[config.mk]
export PLATFORM = sky130hd
export DESIGN_NAME = acc_alu_core
export DESIGN_NICKNAME = d
export VERILOG_FILES = /design/src/rtl/acc_alu_pkg.sv /design/src/rtl/acc_alu_decode.sv /design/src/rtl/acc_alu_adder.sv /design/src/rtl/acc_alu_result.sv /design/src/rtl/acc_alu_core.sv
export SDC_FILE = /design/constraint.sdc
export NUM_CORES = 1
export LEC_CHECK = 0
export BUFFER_PORTS_ARGS = -buffer_cell sky130_fd_sc_hd__buf_2
export CAP_MARGIN = 10
export CORE_UTILIZATION = 64
export DETAILED_ROUTE_END_ITERATION = 10
export HOLD_SLACK_MARGIN = 0.06
export PLACE_DENSITY = 0.88
export SLEW_MARGIN = 5
export SYNTH_ARGS = -nofsm -noshare
export SYNTH_HDL_FRONTEND = slang
export SYNTH_SLANG_ARGS = --single-unit
[constraint.sdc]
create_clock -name clk -period 10.8 [get_ports clk]
set_input_delay 1.62 -clock clk [delete_from_list [all_inputs] [get_ports clk]]
set_output_delay 1.62 -clock clk [all_outputs]
set_load 0.03 [all_outputs]
[src/rtl/acc_alu_pkg.sv]
package acc_alu_pkg;

  localparam int FLAG_N = 5;
  localparam int F_C  = 0;
  localparam int F_DC = 1;
  localparam int F_Z  = 2;
  localparam int F_OV = 3;
  localparam int F_N  = 4;

  localparam logic [FLAG_N-1:0] UPD_NONE = 5'b00000;
  localparam logic [FLAG_N-1:0] UPD_ALL  = 5'b11111;
  localparam logic [FLAG_N-1:0] UPD_ZN   = 5'b10100;
  localparam logic [FLAG_N-1:0] UPD_CZN  = 5'b10101;

  typedef enum logic [4:0] {
    OP_LDW   = 5'd0,
    OP_STW   = 5'd1,
    OP_PASS  = 5'd2,
    OP_ADD   = 5'd3,
    OP_ADDC  = 5'd4,
    OP_SUBFW = 5'd5,
    OP_SUBFWB= 5'd6,
    OP_RSUBB = 5'd7,
    OP_AND   = 5'd8,
    OP_OR    = 5'd9,
    OP_XOR   = 5'd10,
    OP_INV   = 5'd11,
    OP_INC   = 5'd12,
    OP_DEC   = 5'd13,
    OP_NEG   = 5'd14,
    OP_ROL   = 5'd15,
    OP_ROR   = 5'd16,
    OP_SWAP  = 5'd17,
    OP_ADDK  = 5'd18,
    OP_ANDK  = 5'd19,
    OP_ORK   = 5'd20,
    OP_XORK  = 5'd21
  } op_e;

  localparam int OP_COUNT = 22;

  typedef enum logic [1:0] {ASEL_W, ASEL_OPD, ASEL_ZERO} asel_e;
  typedef enum logic [2:0] {BSEL_OPD, BSEL_NOPD, BSEL_NW, BSEL_ZERO, BSEL_ONES} bsel_e;
  typedef enum logic [1:0] {CSEL_0, CSEL_1, CSEL_C} csel_e;
  typedef enum logic [3:0] {
    RSEL_SUM, RSEL_AND, RSEL_OR, RSEL_XOR, RSEL_INV,
    RSEL_ROL, RSEL_ROR, RSEL_SWAP, RSEL_OPD, RSEL_W
  } rsel_e;

  typedef struct packed {
    logic              legal;
    logic              lit;
    logic              to_file;
    asel_e             asel;
    bsel_e             bsel;
    csel_e             csel;
    rsel_e             rsel;
    logic              rot_c;
    logic [FLAG_N-1:0] upd;
  } ctl_t;

endpackage

[src/rtl/acc_alu_decode.sv]
module acc_alu_decode
  import acc_alu_pkg::*;
(
  input  logic [4:0] op_code,
  output ctl_t       ctl
);

  always_comb begin
    ctl         = '0;
    ctl.asel    = ASEL_W;
    ctl.bsel    = BSEL_OPD;
    ctl.csel    = CSEL_0;
    ctl.rsel    = RSEL_SUM;
    ctl.upd     = UPD_NONE;
    ctl.legal   = (int'(op_code) < OP_COUNT);
    case (op_code)
      OP_LDW: begin
        ctl.lit  = 1'b1;
        ctl.rsel = RSEL_OPD;
      end
      OP_STW: begin
        ctl.to_file = 1'b1;
        ctl.rsel    = RSEL_W;
      end
      OP_PASS: begin
        ctl.rsel = RSEL_OPD;
        ctl.upd  = UPD_ZN;
      end
      OP_ADD: begin
        ctl.upd = UPD_ALL;
      end
      OP_ADDC: begin
        ctl.csel = CSEL_C;
        ctl.upd  = UPD_ALL;
      end
      OP_SUBFW: begin
        ctl.asel = ASEL_OPD;
        ctl.bsel = BSEL_NW;
        ctl.csel = CSEL_1;
        ctl.upd  = UPD_ALL;
      end
      OP_SUBFWB: begin
        ctl.asel = ASEL_OPD;
        ctl.bsel = BSEL_NW;
        ctl.csel = CSEL_C;
        ctl.upd  = UPD_ALL;
      end
      OP_RSUBB: begin
        ctl.bsel = BSEL_NOPD;
        ctl.csel = CSEL_C;
        ctl.upd  = UPD_ALL;
      end
      OP_AND: begin
        ctl.rsel = RSEL_AND;
        ctl.upd  = UPD_ZN;
      end
      OP_OR: begin
        ctl.rsel = RSEL_OR;
        ctl.upd  = UPD_ZN;
      end
      OP_XOR: begin
        ctl.rsel = RSEL_XOR;
        ctl.upd  = UPD_ZN;
      end
      OP_INV: begin
        ctl.rsel = RSEL_INV;
        ctl.upd  = UPD_ZN;
      end
      OP_INC: begin
        ctl.asel = ASEL_OPD;
        ctl.bsel = BSEL_ZERO;
        ctl.csel = CSEL_1;
        ctl.upd  = UPD_ALL;
      end
      OP_DEC: begin
        ctl.asel = ASEL_OPD;
        ctl.bsel = BSEL_ONES;
        ctl.upd  = UPD_ALL;
      end
      OP_NEG: begin
        ctl.asel = ASEL_ZERO;
        ctl.bsel = BSEL_NOPD;
        ctl.csel = CSEL_1;
        ctl.upd  = UPD_ALL;
      end
      OP_ROL: begin
        ctl.rsel  = RSEL_ROL;
        ctl.rot_c = 1'b1;
        ctl.upd   = UPD_CZN;
      end
      OP_ROR: begin
        ctl.rsel  = RSEL_ROR;
        ctl.rot_c = 1'b1;
        ctl.upd   = UPD_CZN;
      end
      OP_SWAP: begin
        ctl.rsel = RSEL_SWAP;
      end
      OP_ADDK: begin
        ctl.lit = 1'b1;
        ctl.upd = UPD_ALL;
      end
      OP_ANDK: begin
        ctl.lit  = 1'b1;
        ctl.rsel = RSEL_AND;
        ctl.upd  = UPD_ZN;
      end
      OP_ORK: begin
        ctl.lit  = 1'b1;
        ctl.rsel = RSEL_OR;
        ctl.upd  = UPD_ZN;
      end
      OP_XORK: begin
        ctl.lit  = 1'b1;
        ctl.rsel = RSEL_XOR;
        ctl.upd  = UPD_ZN;
      end
      default: begin
        ctl.legal = 1'b0;
      end
    endcase
  end

endmodule

[src/rtl/acc_alu_adder.sv]
module acc_alu_adder #(
  parameter int WIDTH = 8
) (
  input  logic [WIDTH-1:0] a,
  input  logic [WIDTH-1:0] b,
  input  logic             cin,
  output logic [WIDTH-1:0] sum,
  output logic             c_out,
  output logic             c_mid,
  output logic             ovf
);

  localparam int MID = WIDTH / 2;

  logic [WIDTH:0] cy;

  assign cy[0] = cin;

  for (genvar gi = 0; gi < WIDTH; gi++) begin : g_bit
    assign sum[gi]  = a[gi] ^ b[gi] ^ cy[gi];
    assign cy[gi+1] = (a[gi] & b[gi]) | (cy[gi] & (a[gi] ^ b[gi]));
  end

  assign c_out = cy[WIDTH];
  assign c_mid = cy[MID];
  assign ovf   = cy[WIDTH] ^ cy[WIDTH-1];

endmodule

[src/rtl/acc_alu_result.sv]
module acc_alu_result
  import acc_alu_pkg::*;
#(
  parameter int WIDTH = 8
) (
  input  rsel_e            rsel,
  input  logic [WIDTH-1:0] sum,
  input  logic [WIDTH-1:0] wreg,
  input  logic [WIDTH-1:0] opd,
  input  logic             c_in,
  output logic [WIDTH-1:0] res,
  output logic             rot_c
);

  localparam int MID = WIDTH / 2;

  always_comb begin
    res   = sum;
    rot_c = 1'b0;
    case (rsel)
      RSEL_SUM:  res = sum;
      RSEL_AND:  res = wreg & opd;
      RSEL_OR:   res = wreg | opd;
      RSEL_XOR:  res = wreg ^ opd;
      RSEL_INV:  res = ~opd;
      RSEL_ROL: begin
        res   = {opd[WIDTH-2:0], c_in};
        rot_c = opd[WIDTH-1];
      end
      RSEL_ROR: begin
        res   = {c_in, opd[WIDTH-1:1]};
        rot_c = opd[0];
      end
      RSEL_SWAP: res = {opd[MID-1:0], opd[WIDTH-1:MID]};
      RSEL_OPD:  res = opd;
      RSEL_W:    res = wreg;
      default:   res = sum;
    endcase
  end

endmodule

[src/rtl/acc_alu_core.sv]
module acc_alu_core
  import acc_alu_pkg::*;
#(
  parameter int DATA_W = 8
) (
  input  logic              clk,
  input  logic              rst_n,
  input  logic              op_valid,
  input  logic [4:0]        op_code,
  input  logic              op_dest,
  input  logic [DATA_W-1:0] op_data,
  output logic [DATA_W-1:0] w_q,
  output logic [7:0]        status_q,
  output logic              f_wr_en,
  output logic [DATA_W-1:0] f_wr_data
);

  localparam int STAT_W = 8;
  localparam int PAD_W  = STAT_W - FLAG_N;

  ctl_t              ctl;
  logic [DATA_W-1:0] add_a;
  logic [DATA_W-1:0] add_b;
  logic              add_ci;
  logic [DATA_W-1:0] add_s;
  logic              add_co;
  logic              add_hc;
  logic              add_ov;
  logic [DATA_W-1:0] result;
  logic              rot_c;
  logic [FLAG_N-1:0] flg_q;
  logic [FLAG_N-1:0] flg_new;
  logic [FLAG_N-1:0] flg_d;
  logic [DATA_W-1:0] w_d;
  logic              go;
  logic              to_w;
  logic              w_en;
  logic              st_en;

  acc_alu_decode u_dec (
    .op_code (op_code),
    .ctl     (ctl)
  );

  always_comb begin
    case (ctl.asel)
      ASEL_W:    add_a = w_q;
      ASEL_OPD:  add_a = op_data;
      default:   add_a = '0;
    endcase
    case (ctl.bsel)
      BSEL_OPD:  add_b = op_data;
      BSEL_NOPD: add_b = ~op_data;
      BSEL_NW:   add_b = ~w_q;
      BSEL_ONES: add_b = '1;
      default:   add_b = '0;
    endcase
    case (ctl.csel)
      CSEL_1:  add_ci = 1'b1;
      CSEL_C:  add_ci = flg_q[F_C];
      default: add_ci = 1'b0;
    endcase
  end

  acc_alu_adder #(.WIDTH(DATA_W)) u_add (
    .a     (add_a),
    .b     (add_b),
    .cin   (add_ci),
    .sum   (add_s),
    .c_out (add_co),
    .c_mid (add_hc),
    .ovf   (add_ov)
  );

  acc_alu_result #(.WIDTH(DATA_W)) u_res (
    .rsel  (ctl.rsel),
    .sum   (add_s),
    .wreg  (w_q),
    .opd   (op_data),
    .c_in  (flg_q[F_C]),
    .res   (result),
    .rot_c (rot_c)
  );

  // steering and flag merge
  always_comb begin
    go    = op_valid & ctl.legal;
    to_w  = ctl.lit | (~ctl.to_file & ~op_dest);
    w_en  = go & to_w;
    st_en = go;
    w_d   = result;

    flg_new       = '0;
    flg_new[F_C]  = ctl.rot_c ? rot_c : add_co;
    flg_new[F_DC] = add_hc;
    flg_new[F_Z]  = (result == '0);
    flg_new[F_OV] = add_ov;
    flg_new[F_N]  = result[DATA_W-1];

    flg_d = (ctl.upd & flg_new) | (~ctl.upd & flg_q);
  end

  assign f_wr_en   = go & ~to_w;
  assign f_wr_data = result;
  assign status_q  = {{PAD_W{1'b0}}, flg_q};

  always_ff @(posedge clk or negedge rst_n) begin
    if (!rst_n) begin
      w_q   <= '0;
      flg_q <= '0;
    end else begin
      if (w_en) begin
        w_q <= w_d;
      end
      if (st_en) begin
        flg_q <= flg_d;
      end
    end
  end

endmodule

==> run_results.csv <==
group,metric,value,unit
grt,antenna_found_initial,0,
timing,setup_violations,0,
grt,grt_pass1_wl,15.8,mm
clock_network,h-tree-depth,1,
min_path,whs_path_depth,2,
critical_path,critical_path_class,"in -> out",
layout,drive_gt1_share,14.3,%
grt,grt_max_degree,55,
yosys,syn_inst,415,
timing,hold_viol_final,0,
clock_network,clock_path_buffers,2,
routing,wl_per_cell,20.3,um
power_and_ir_drop,powerDensity,166,nW/um^2
timing,setup_tns,0,ps
routing,routed_wl,9.57,mm
critical_path,arrival,7010,ps
die,rows,24,
yosys,synth_seq_cells,13,
grt,grt_pass1_vias,3012,
critical_path,rr_worst_depth,18,
die,dieWidth,70.4,um
timing,slew-limit-headroom,29.7,%
die,die-area,4950,um^2
die,initial_utilization,67.8,%
critical_path,crit_path_end_kind,"output port",
timing,fin_hold_ws,489,ps
layout,n_antenna_cell,0,
clock_network,clkTransAtPathRegs,60,ps
routing,dr.pass1.iters,5,
placement,dp_hpwl,6.72,mm
critical_path,regToRegStartpoint,"w_q[0]$_DFFE_PN0P_",
yosys,synth_warnings,0,
routing,vias,3353,
power_and_ir_drop,power_leakage,1.39,nW
placement,place_area,3060,um^2
yosys,synth_edf_count,0,
yosys,synth_flop_cell,"dfrtp_1",
die,die_h,70.4,um
flow_run,max-cap-violations,0,
timing,rsz0062_at_grt,"no",
critical_path,required,9180,ps
clock_network,clock_sinks,13,
grt,grtUsageTotal,40.3,%
placement,portBuffers,38,
routing,drt-initial-drc-count,617,
clock_network,clk_latency,260,ps
yosys,synth_cell_types,63,
clock_network,cts_hold_buf,0,
layout,layout_common_cells,"nand2_1 (47), buf_2 (38), nor2_1 (33), inv_1 (33), o21ai_0 (31)",
layout,stdcell_area,3110,um^2
timing,min_period,8630,ps
placement,gp_congestion,0.984,
clock_network,post_cts_buffers,0,
clock_network,cts_buffers,3,
layout,nets,463,
die,core,4410,um^2
routing,drt-vias-per-instance,7.12,
layout,area_growth,3.80,%
critical_path,r2r_slack,6270,ps
power_and_ir_drop,ir_drop,0.000119,V
clock_network,cts-root-buf,"clkbuf_8",
run_status,status,"finished, final reports clean",
die,design.portCount,42,
timing,max_slew.worst_pin.slew,1050,ps
yosys,synthArstFlopShare,100,%
critical_path,crit_fanout,33,
routing,drtAntennaViolNets,0,
min_path,min-delay-path-class,"reg -> reg",
clock_network,cts_tree,"done",
timing,max_freq,116,MHz
routing,drcViolationCount,0,
timing,slew_viol_final,0,
yosys,syn_area,2990,um^2
yosys,syn_area_per_cell,7.21,um^2
clock_network,cts.repair.resized,0,
yosys,ys_seq_area_share,10.9,%
grt,grt_overflow,0,
layout,layout_commonest_cell,"nand2_1",
critical_path,crit_path_start_kind,"input port",
timing,post-route-period-util,79.9,%
timing,finClkSkew,10.6,ps
[through the flow]
step                total power [mW]  utilization (%)  setup slack (ps)  std cells
floorplan                      0.351                -              2810        417
global placement               0.447             69.4              2470        467
detailed placement             0.458             69.4              2270        467
CTS                            0.507             70.4              2270        471
global route                   0.555             70.4              1820        471
finish                         0.517             70.4              2170        471
[cell families (layout without fill, tap and decap cells)]
group / Yosys count / after routing / share of synthesized area, %
buf+inv: 77 / 79 / 11.6
xor+xnor: 1 / 1 / 0.293
mux: 27 / 27 / 9.28
fa+ha+maj: 26 / 26 / 12.9
other cells: 1 / 3 / 0.125
simple gates: 135 / 135 / 23.1
compound gates: 135 / 135 / 31.8
flops: 13 / 13 / 10.9
[worst max-delay path, cell delays in order]
cell and delay, ps:
buf_2 440, nand2b_1 530, nor2_1 620, a221oi_1 180, o221ai_1 250, fa_1 210
inv_1 50, fa_1 370, fa_1 430, fa_1 380, inv_1 100, fa_1 190
inv_1 50, fa_1 350, inv_1 80, fa_1 230, fa_1 430, inv_1 80
o32ai_1 110, inv_1 100, buf_2 190
[power by group]
group	switching [mW]	internal, mW
Sequential	0.0448	0.0675
Combinational	0.231	0.125
Clock	0.0231	0.0262
[synth_stat cells (all sizes together) (3+ instances only)]
cell type	instances	area, um^2
nand3	4	20.0
mux2	6	67.6
buf	23	145
a21o	3	22.5
clkbuf	21	78.8
nand2	47	176
ha	18	225
dfrtp	13	325
nand4	4	25.0
a221oi	6	52.6
nor4	4	25.0
nor3	8	50.1
or2	3	18.8
nor2	34	130
a32oi	5	43.8
o2bb2ai	3	26.3
o21ai	33	165
o211ai	3	22.5
o32ai	3	26.3
a22o	6	52.6
a22oi	10	75.1
a211oi	11	82.6
nor2b	8	50.1
inv	33	124
a32o	4	40.0
or4b	3	30.0
nor4bb	3	30.0
and2	3	18.8
fa	8	160
a31oi	3	18.8
mux2i	21	210
a21oi	22	110
o221ai	9	78.8
[per-layer routing]
layer | global-route usage, % | wire length (um) | share of wire [%] | up-vias
met4 | 18.9 | 381 | 4.0 | 0
met3 | 5.05 | 952 | 9.9 | 35
met1 | 56.5 | 3940 | 41 | 1558
met2 | 61.3 | 4300 | 45 | 230
li1 | - | - | - | 1530
met5 | 0 | 0 | 0 | -
[area by class of cell]
type	count	area (um^2)
sequential	13	325
clock buffer	4	45.0
tap	52	65.1
timing repair buffer	42	220
fill	378	1310
inverter	33	124
multi-input combinational	327	2330
[worst max-delay path by stage]
stage          startpoint      endpoint  slack [ps]  cells past startpoint
3_3_place_gp   op_code[2]  f_wr_data[7]        2470                     21
2_1_floorplan  op_code[1]  f_wr_data[6]        2810                     22
3_5_place_dp   op_code[2]  f_wr_data[7]        2270                     21
4_1_cts        op_code[2]  f_wr_data[7]        2270                     21
6_report       op_code[2]  f_wr_data[7]        2170                     21
5_1_grt        op_code[2]  f_wr_data[7]        1820                     21
(Power assumes the default switching activity.)
